`src/rtl/trig_pkg.sv`:
```
package trig_pkg;
  localparam int unsigned NUM_ANALOG = 4;
  localparam int unsigned NUM_SRC    = NUM_ANALOG + 1;
  localparam int unsigned SEL_W      = 16;
  localparam int unsigned OR_LSB     = 0;
  localparam int unsigned AND_LSB    = 8;
  localparam int unsigned DLY_W      = 8;

  typedef struct packed {
    logic [NUM_SRC-1:0] or_mask;
    logic [NUM_SRC-1:0] and_mask;
  } grp_sel_t;

  function automatic grp_sel_t decode_sel(input logic [SEL_W-1:0] w);
    grp_sel_t g;
    g.or_mask  = w[OR_LSB  +: NUM_SRC];
    g.and_mask = w[AND_LSB +: NUM_SRC];
    return g;
  endfunction
endpackage

```
`src/rtl/trig_sync.sv`:
```
module trig_sync #(
  parameter int unsigned WIDTH  = 5,
  parameter int unsigned STAGES = 2
) (
  input  logic             clk,
  input  logic             rst_n,
  input  logic [WIDTH-1:0] d_async,
  output logic [WIDTH-1:0] q_sync
);
  for (genvar b = 0; b < WIDTH; b++) begin : g_bit
    logic [STAGES-1:0] chain;
    always_ff @(posedge clk or negedge rst_n) begin
      if (!rst_n) chain <= '0;
      else        chain <= {chain[STAGES-2:0], d_async[b]};
    end
    assign q_sync[b] = chain[STAGES-1];
  end
endmodule

```
`src/rtl/trig_groups.sv`:
```
module trig_groups
  import trig_pkg::*;
#(
  parameter int unsigned N   = NUM_SRC,
  parameter int unsigned SW  = SEL_W
) (
  input  logic          clk,
  input  logic          rst_n,
  input  logic [N-1:0]  lvl_sync,
  input  logic [SW-1:0] sel_word,
  input  logic          neg_pol,
  output logic          det_edge
);
  grp_sel_t      g;
  logic [N-1:0]  lvl_act;
  logic          or_hit;
  logic          and_hit;
  logic          comb_lvl;
  logic          comb_prev;

  assign g       = decode_sel(sel_word);
  assign lvl_act = lvl_sync ^ {N{neg_pol}};
  assign or_hit  = |(lvl_act & g.or_mask);
  assign and_hit = (g.and_mask != '0) && ((lvl_act & g.and_mask) == g.and_mask);
  assign comb_lvl = or_hit | and_hit;
  assign det_edge = comb_lvl & ~comb_prev;

  always_ff @(posedge clk or negedge rst_n) begin
    if (!rst_n) comb_prev <= 1'b0;
    else        comb_prev <= comb_lvl;
  end

  AST_EMPTY_SEL_SILENT: assert property (@(posedge clk) disable iff (!rst_n)
    (g.or_mask == '0 && g.and_mask == '0) |-> !det_edge);
  AST_EDGE_NEEDS_LOW_BEFORE: assert property (@(posedge clk) disable iff (!rst_n)
    det_edge |=> !det_edge);
endmodule

```
`src/rtl/trig_delay.sv`:
```
module trig_delay
  import trig_pkg::*;
#(
  parameter int unsigned N  = NUM_SRC,
  parameter int unsigned DW = DLY_W
) (
  input  logic          clk,
  input  logic          rst_n,
  input  logic          det_edge,
  input  logic          soft_trig,
  input  logic          enable,
  input  logic          rearm,
  input  logic [DW-1:0] delay_ticks,
  input  logic [N-1:0]  lvl_sync,
  output logic          trig_out,
  output logic          busy,
  output logic [N-1:0]  src_snapshot
);
  logic          armed;
  logic [DW-1:0] remain;
  logic          accept;
  logic          expire;

  assign accept = (det_edge | soft_trig) & enable & armed & ~busy;
  assign expire = busy & (remain == '0);

  always_ff @(posedge clk or negedge rst_n) begin
    if (!rst_n)      armed <= 1'b1;
    else if (accept) armed <= 1'b0;
    else if (rearm)  armed <= 1'b1;
  end

  always_ff @(posedge clk or negedge rst_n) begin
    if (!rst_n) begin
      busy   <= 1'b0;
      remain <= '0;
    end else if (accept) begin
      busy   <= 1'b1;
      remain <= delay_ticks;
    end else if (expire) begin
      busy   <= 1'b0;
    end else if (busy) begin
      remain <= remain - 1'b1;
    end
  end

  always_ff @(posedge clk or negedge rst_n) begin
    if (!rst_n) trig_out <= 1'b0;
    else        trig_out <= expire;
  end

  always_ff @(posedge clk or negedge rst_n) begin
    if (!rst_n)      src_snapshot <= '0;
    else if (accept) src_snapshot <= lvl_sync;
  end

  AST_SINGLE_PULSE: assert property (@(posedge clk) disable iff (!rst_n)
    trig_out |=> !trig_out);
  AST_ONE_SHOT: assert property (@(posedge clk) disable iff (!rst_n)
    accept |=> !armed);
  AST_PULSE_ENDS_BUSY: assert property (@(posedge clk) disable iff (!rst_n)
    trig_out |-> (!busy && $past(busy)));
  AST_SNAP_HOLD: assert property (@(posedge clk) disable iff (!rst_n)
    !accept |=> $stable(src_snapshot));
  AST_ENABLE_GATE: assert property (@(posedge clk) disable iff (!rst_n)
    $rose(busy) |-> $past(enable));
endmodule

```
`src/rtl/trig_combiner.sv`:
```
module trig_combiner
  import trig_pkg::*;
#(
  parameter int unsigned N  = NUM_SRC,
  parameter int unsigned SW = SEL_W,
  parameter int unsigned DW = DLY_W
) (
  input  logic          clk,
  input  logic          rst_n,
  input  logic [N-1:0]  src_in,
  input  logic [SW-1:0] sel_word,
  input  logic          neg_pol,
  input  logic [DW-1:0] delay_ticks,
  input  logic          enable,
  input  logic          rearm,
  input  logic          soft_trig,
  output logic          trig_out,
  output logic [N-1:0]  src_snapshot,
  output logic          busy
);
  logic [N-1:0] lvl_sync;
  logic         det_edge;

  trig_sync #(.WIDTH(N), .STAGES(2)) u_sync (
    .clk     (clk),
    .rst_n   (rst_n),
    .d_async (src_in),
    .q_sync  (lvl_sync)
  );

  trig_groups #(.N(N), .SW(SW)) u_groups (
    .clk      (clk),
    .rst_n    (rst_n),
    .lvl_sync (lvl_sync),
    .sel_word (sel_word),
    .neg_pol  (neg_pol),
    .det_edge (det_edge)
  );

  trig_delay #(.N(N), .DW(DW)) u_delay (
    .clk          (clk),
    .rst_n        (rst_n),
    .det_edge     (det_edge),
    .soft_trig    (soft_trig),
    .enable       (enable),
    .rearm        (rearm),
    .delay_ticks  (delay_ticks),
    .lvl_sync     (lvl_sync),
    .trig_out     (trig_out),
    .busy         (busy),
    .src_snapshot (src_snapshot)
  );

  AST_BUSY_QUIET_OUT: assert property (@(posedge clk) disable iff (!rst_n)
    (busy && !$past(busy)) |-> !trig_out);
endmodule

```
`config.mk`:
```
export PLATFORM = sky130hd
export DESIGN_NAME = trig_combiner
export DESIGN_NICKNAME = d
export VERILOG_FILES = /design/src/rtl/trig_pkg.sv /design/src/rtl/trig_sync.sv /design/src/rtl/trig_groups.sv /design/src/rtl/trig_delay.sv /design/src/rtl/trig_combiner.sv
export SDC_FILE = /design/constraint.sdc
export NUM_CORES = 1
export LEC_CHECK = 0
export ABC_CLOCK_PERIOD_IN_PS = 5500
export BUFFER_PORTS_ARGS = -buffer_cell sky130_fd_sc_hd__buf_4
export CAP_MARGIN = 20
export CORE_MARGIN = 3
export CORE_UTILIZATION = 30
export CTS_BUF_LIST = sky130_fd_sc_hd__clkbuf_2
export DETAILED_ROUTE_END_ITERATION = 10
export PLACE_DENSITY = 0.61
export SYNTH_ARGS = -nofsm -noshare
export SYNTH_HDL_FRONTEND = slang
export SYNTH_SLANG_ARGS = --single-unit
```
`constraint.sdc`:
```
create_clock -name clk -period 5.5 [get_ports clk]
set_input_delay 0.825 -clock clk [delete_from_list [all_inputs] [get_ports clk]]
set_output_delay 0.825 -clock clk [all_outputs]
set_load 0.05 [all_outputs]
```
==> metrics.txt, run 1 <==
Synth Flop Type=dfrtp_1; f_max=between 0.3 and 0.4 GHz; internal power=between 0.2 and 0.25 mW; CP Max Fanout=14; Synth Cell Area=1270 µm²; final hold slack=approximately 310 ps; Final Hold Viols=0; number of global-route vias before repair=about 960; RSZ-0062 raised after global routing=no; met3 Usage GRT=0.0156; count leader, synth=dfrtp_1; setup violators final=0; Initial DRC Count=51; final wirelength=approximately 2500 µm; Total Neg Setup Slack=0 ps; CP arrival=approximately 2900 ps; Setup CP Type=in2reg; post-CTS sizing=0; # diodes=0; Critical Path Start=sel_word[9]; Layout fillers=about 410; Routed WL per cell=13.1 µm; Final Skew=14.7 ps; Post-synth top cells=26 x dfrtp_1, 10 x inv_1, 10 x o21ai_0; Post-synth EDFFs=0; FF+latch count, synth=27; Clk Latency, worst-skew pair=around 360 ps; GRT Util Overall=0.103; sequential share of the synthesized area=0.534; switching share of total power=0.245; layout cells sized above 1=0.385; hpwl dp=between 1500 and 2000 µm; Critical Path RT=just under 6000 ps; Clock transition at path regs=260 ps; # hold bufs at CTS=0; drt first pass iters=4; area of the multi-input gates=approximately 520 µm²; Synth top area share=0.513; CTS Buf Count=3; Cell variety after synth=37; HP Class=in2async; die height=slightly above 70 µm; detail-routed via count per cell=around 4.8; Port-buffer cells=35; Worst Setup EP=u_delay.remain[0]$_DFFE_PN0P_; Synth Net Count=between 100 and 150; via count=between 900 and 1000; largest net degree at the start of global routing=28; Post-Synthesis Cells=approximately 110; Worst-Margin Slew=between 600 and 700 ps; CP Launch Type=input port; Logic pwr share=0.109; Max-slew headroom=0.579; Die ar.=between 5000 and 6000 µm²; Residual DRC=0; Clk pwr share=0.241; core area=~4000 µm²; Pwr Total=around 0.32 mW; R2R cell count=6; Most Crowded Layer GR=met2; MaxCap Viol Count=0; placer's final routability congestion estimate=slightly above 0.8; met1 usage=0.119; post-route ant nets=0; fin crit share=0.483; Ys Warns=0; Flop pwr share=0.649; Area Growth Syn to Fin=25.0%; P_leak=around 0.77 nW; io pins=42; register area=677 µm²; H-Tree Depth=1; Starting Density=0.315; asr flop ratio synth=1.00; worst r2r src=u_sync.g_bit[2].chain[1]$_DFF_PN0_; Post-Syn Area per Cell=12.0 µm²; VDD IR max=0.0000723 V; deepest clock path buffer count=2; Worst path slowest cell=or2_1; Layout Cells excl Fill=around 190; post-route minimum period=roughly 2700 ps; switching pwr=0.0776 mW; final net count=180; leading area contributor after synthesis=dfrtp_1; status=finished, final reports clean; root buf cell=clkbuf_2; Placed Area=around 1600 µm²; CP cell instances=buf_4 > or4_1 > mux2i_1 > a211oi_2 > nor4_4 > or2_1 > mux2_2; first-pass GRT wire length=roughly 4100 µm; die width=71 µm; Pins Over Slew Limit=0; CTS tree=built; CP endpoint kind=flip-flop; Congestion Overflow GR=0; CP peak stage delay=about 570 ps; FF-to-FF End=u_delay.remain[0]$_DFFE_PN0P_; final instance area=between 1500 and 2000 µm²; Pwr Density=200 nW/µm²; met2 Use GR=0.181; Synth area leaders=dfrtp_1 51%, mux2_4 4.7%, o21ai_0 3.9%; placed cell count=around 190; Post-CTS Repair Setup Buffers=0; # clock sinks=27; initial antenna violation count=0; Rows=23; reg2reg setup slack=3120 ps
-- worst min path at each step --
stage	startpoint	to	cells past startpoint
finish	rst_n	u_delay.src_snapshot[0]$_DFFE_PN0P_	1
global route	rst_n	u_delay.remain[1]$_DFFE_PN0P_	1
CTS	rst_n	u_delay.src_snapshot[0]$_DFFE_PN0P_	1
detailed placement	u_sync.g_bit[0].chain[0]$_DFF_PN0_	u_sync.g_bit[0].chain[1]$_DFF_PN0_	0
global placement	u_sync.g_bit[4].chain[0]$_DFF_PN0_	u_sync.g_bit[4].chain[1]$_DFF_PN0_	0
floorplan	u_sync.g_bit[0].chain[0]$_DFF_PN0_	u_sync.g_bit[0].chain[1]$_DFF_PN0_	0
-- critical path, delay by kind of cell --
kind,cells,cell delay [ps]
buffers and inverters,1,120
AO/OA/AOI/OAI,1,80
AND/OR/NAND/NOR,3,1300
multiplexers,2,590
-- cells by family (layout without fill, tap and decap cells) --
family | count (synthesis) | after routing | share of synthesized area
flip-flops | 27 | 27 | 0.534
AND/OR/NAND/NOR | 27 | 27 | 0.139
AO/OA/AOI/OAI | 23 | 23 | 0.123
buffers and inverters | 12 | 49 | 0.0543
multiplexers | 9 | 9 | 0.0908
XOR/XNOR | 7 | 7 | 0.0484
adder cells (fa/ha/maj) | 1 | 1 | 0.00987
-- power by group through the flow --
stage                     clock network, mW  logic (mW)  registers [mW]
after floorplan                           0      0.0118           0.208
after global placement                    0      0.0340           0.209
after detailed placement                  0      0.0350           0.209
after CTS                            0.0823      0.0352           0.206
after global routing                 0.0885      0.0387           0.206
final                                0.0766      0.0347           0.206
-- stage by stage --
| step | utilization | setup WS (ps) |
|---|---|---|
| final | 0.393 | 2850 |
| after global routing | 0.393 | 2780 |
| after CTS | 0.393 | 2860 |
| after detailed placement | 0.388 | 2430 |
| after global placement | 0.388 | 2470 |
| after floorplan | - | 2960 |
-- routing by layer --
metal	wire, µm	up-vias
met5	0	-
met4	68	0
met3	94	6
met2	1320	19
met1	1050	449
li1	-	448
-- cells in the final DEF, fill, tap and decap left out, types with 2 or more instances in the layout --
cell,instances
a22o_1,2
a22oi_1,4
a31oi_1,2
buf_4,35
clkbuf_2,3
dfrtp_1,26
inv_1,10
mux2_2,4
mux2_4,4
nand2_1,3
nand2b_1,3
nor2_1,5
nor3_1,3
o21ai_0,10
xnor2_1,2
xor2_1,5
-- sequential cells by signal (all words and copies together) (netlist names) --
register              count
u_delay.armed             1
u_delay.busy              1
u_delay.remain            8
u_delay.src_snapshot      5
u_delay.trig_out          1
u_groups.comb_prev        1
u_sync.g_bit.chain       10
-- area by class of cell --
class,count,share of cell area
Multi-Input combinational cell,67,0.329
Timing Repair Buffer,35,0.166
Clock buffer,3,0.00948
Inverter,10,0.0237
Tap cell,50,0.0395
Sequential cell,27,0.427
Clock inverter,1,0.00474
No activity file was read; power rests on OpenSTA's default activity.
==> run 2, diff against run 1 <==
--- a/config.mk
+++ b/config.mk
@@ -5,14 +5,15 @@
 export SDC_FILE = /design/constraint.sdc
 export NUM_CORES = 1
 export LEC_CHECK = 0
-export ABC_CLOCK_PERIOD_IN_PS = 5500
+export ABC_AREA = 1
+export ABC_CLOCK_PERIOD_IN_PS = 2300
 export BUFFER_PORTS_ARGS = -buffer_cell sky130_fd_sc_hd__buf_4
 export CAP_MARGIN = 20
 export CORE_MARGIN = 3
 export CORE_UTILIZATION = 30
 export CTS_BUF_LIST = sky130_fd_sc_hd__clkbuf_2
 export DETAILED_ROUTE_END_ITERATION = 10
-export PLACE_DENSITY = 0.61
+export PLACE_DENSITY = 0.63
 export SYNTH_ARGS = -nofsm -noshare
 export SYNTH_HDL_FRONTEND = slang
 export SYNTH_SLANG_ARGS = --single-unit
==> constraint.sdc (replaced) <==
create_clock -name clk -period 2.3 [get_ports clk]
set_input_delay 0.345 -clock clk [delete_from_list [all_inputs] [get_ports clk]]
set_output_delay 0.345 -clock clk [all_outputs]
set_load 0.05 [all_outputs]
==> run 2 against run 1 <==
  * Non-clock buffer count grew 2
  * Synthesized cell count grew 57%
  * Core utilization grew 0.92 points
  * Critical endpoint is now u_delay.remain[7]$_DFFE_PN0P_
  * Cell count up 32%
  * Total power is 140% higher
  * Die area grew 5.5%
==> metrics.txt, run 2 <==
sequential share of the synthesized area=0.504 (-0.0303); # hold bufs at CTS=1 (+1); Synth area leaders=dfrtp_1 48%, nand2_1 18%, nand3_1 6.7%; Post-synth top cells=65 x nand2_1, 26 x dfrtp_1, 18 x nand3_1; Setup CP Type=reg2reg; fin crit share=0.787; via count=1103 (+20%); setup violators final=0 (unchanged); drt first pass iters=4 (unchanged); CP arrival=2100 ps (-830 ps); core area=4170 µm² (+3.6%); first-pass GRT wire length=4590 µm (+11%); status=finished, final reports clean; Post-Syn Area per Cell=8.10 µm² (-32%); post-CTS sizing=0 (unchanged); Synth Flop Type=dfrtp_1; Port-buffer cells=35 (unchanged); Starting Density=0.322 (+0.00744); hpwl dp=2090 µm (+6.4%); Total Neg Setup Slack=0 ps (unchanged); CP endpoint kind=flip-flop; layout cells sized above 1=0.255 (-0.130); Die ar.=5320 µm² (+5.5%); VDD IR max=0.000238 V (+230%); io pins=42 (unchanged); Residual DRC=0 (unchanged); CP Launch Type=flip-flop; final net count=241 (+34%); Reg with most FFs=u_sync.g_bit.chain; leading area contributor after synthesis=dfrtp_1; post-route minimum period=between 1500 and 2000 ps; Routed WL per cell=10.7 µm (-19%); final wirelength=2710 µm (+6.9%); Max-slew headroom=0.699 (+0.120); Clk Latency, worst-skew pair=350 ps (about the same); Synth Net Count=202 (+42%); Rows=23 (unchanged); f_max=around 0.55 GHz; die width=72.9 µm (+2.7%); CP Max Fanout=7 (-7); Synth top area share=0.484 (-0.0292); # diodes=0 (unchanged); RSZ-0062 raised after global routing=no; Cell variety after synth=23 (-38%); number of global-route vias before repair=1026 (+6.7%); detail-routed via count per cell=4.34 (-9.1%); Synth Cell Area=1340 µm² (+6.0%); Pwr Total=0.763 mW (+140%); CTS tree=built; Congestion Overflow GR=0 (unchanged); Clock transition at path regs=250 ps (about the same); Worst-Margin Slew=451 ps (-180 ps); # clock sinks=27 (unchanged); Post-Synthesis Cells=166 (+57%); most frequent cells in the layout=65 x nand2_1, 36 x buf_4, 26 x dfrtp_1; MaxCap Viol Count=0 (unchanged); asr flop ratio synth=1.00 (unchanged); P_leak=0.904 nW (+17%); Ys Warns=0 (unchanged); Final Skew=6.06 ps (-8.67 ps); root buf cell=clkbuf_2; Pwr Density=454 nW/µm² (+130%); Pins Over Slew Limit=0 (unchanged); CTS Buf Count=3 (unchanged); deepest clock path buffer count=2 (unchanged); Post-CTS Repair Setup Buffers=0 (unchanged); top flop regs=u_sync.g_bit.chain (10), u_delay.remain (8), u_delay.src_snapshot (5); max FFs per register=10 (unchanged); initial antenna violation count=0 (unchanged); final hold slack=74.3 ps (-240 ps); Area Growth Syn to Fin=25.0% (about the same); placer's final routability congestion estimate=0.822 (-0.94%); Critical Path RT=2590 ps (-3180 ps); H-Tree Depth=1 (unchanged); HP Class=in2reg; commonest non-fill, non-tap cell in the layout=nand2_1; GRT Util Overall=0.112 (+0.00895); Initial DRC Count=66 (+29%); post-route ant nets=0 (unchanged); Finished Core Util=0.402 (+0.00923); count leader, synth=nand2_1; die height=72.9 µm (+2.7%); largest net degree at the start of global routing=28 (unchanged); FF+latch count, synth=27 (unchanged); Final Hold Viols=0 (unchanged); Post-synth EDFFs=0 (unchanged)
[run 2: cell count changes in the layout (fill, tap and decap cells not counted), sizes merged, moves of 5 or more]
cell | previous run | this run
nand2 | 4 | 69
inv | 10 | 16
nand3 | 1 | 18
mux2 | 8 | 0
nand3b | 0 | 6
nor2 | 5 | 10
[run 2: layer usage]
layer,track usage,share of wire,vias to the layer above
met5,0,0,-
met4,0.0369,0,0
met3,0.0234,0.042,0
met2,0.180,0.48,22
met1,0.150,0.48,487
li1,-,-,594
[run 2: area by class of cell]
cell class / instances / area [µm²]
multi-input cells: 120 / 579
well taps: 50 / 62.6
flip-flops and latches: 27 / 677
inverters: 16 / 60.1
fillers: 425 / 2490
clock buffers: 3 / 15.0
clock inverters: 1 / 5.00
repair buffers: 37 / 280
[run 2: cell families after synthesis]
| family | synth area share |
|---|---|
| compound gates | 0.0438 |
| xor+xnor | 0.0261 |
| fa+ha+maj | 0.00931 |
| buf+inv | 0.0652 |
| flops | 0.504 |
| simple gates | 0.352 |
[run 2: through the flow]
| step | setup slack, ps | instances | area [µm²] |
|---|---|---|---|
| 6_report | 490 | 254 | 1680 |
| 5_1_grt | 206 | 254 | 1680 |
| 4_1_cts | 485 | 254 | 1680 |
| 3_5_place_dp | 516 | 249 | 1650 |
| 3_3_place_gp | 509 | 249 | 1650 |
| 2_1_floorplan | 753 | 166 | 1340 |
[run 2: path summary, 6_finish.rpt]
| kind | to | start | depth (start not counted) | slack [ps] |
|---|---|---|---|---|
| hold reg to reg | u_sync.g_bit[2].chain[1]$_DFF_PN0_ | u_sync.g_bit[2].chain[0]$_DFF_PN0_ | 0 | 380 |
| min in group asynchronous | u_delay.remain[1]$_DFFE_PN0P_ | rst_n | 2 | 390 |
| hold / removal | u_sync.g_bit[4].chain[0]$_DFF_PN0_ | src_in[4] | 1 | 70 |
| setup reg to reg | u_delay.remain[7]$_DFFE_PN0P_ | u_delay.remain[0]$_DFFE_PN0P_ | 12 | 490 |
| max in group asynchronous | u_delay.armed$_DFFE_PN1P_ | rst_n | 2 | 1610 |
| setup / recovery | u_delay.remain[7]$_DFFE_PN0P_ | u_delay.remain[0]$_DFFE_PN0P_ | 12 | 490 |
[run 2: report_power, final]
part	internal (mW)	leakage (nW)	switching, mW	total (mW)
logic	0.0470	0.572	0.0464	0.0934
clock network	0.0394	0.0164	0.140	0.179
registers	0.486	0.316	0.00365	0.490
[run 2: critical path: stages, from the launching register on]
cell	delay, ps
dfrtp_1	430
inv_1	110
ha_1	220
nand3_1	110
nor2_1	130
nand2_1	80
nand2_1	210
buf_4	190
a21oi_1	40
o21ai_0	70
nand2_1	70
inv_1	50
nand2_1	40
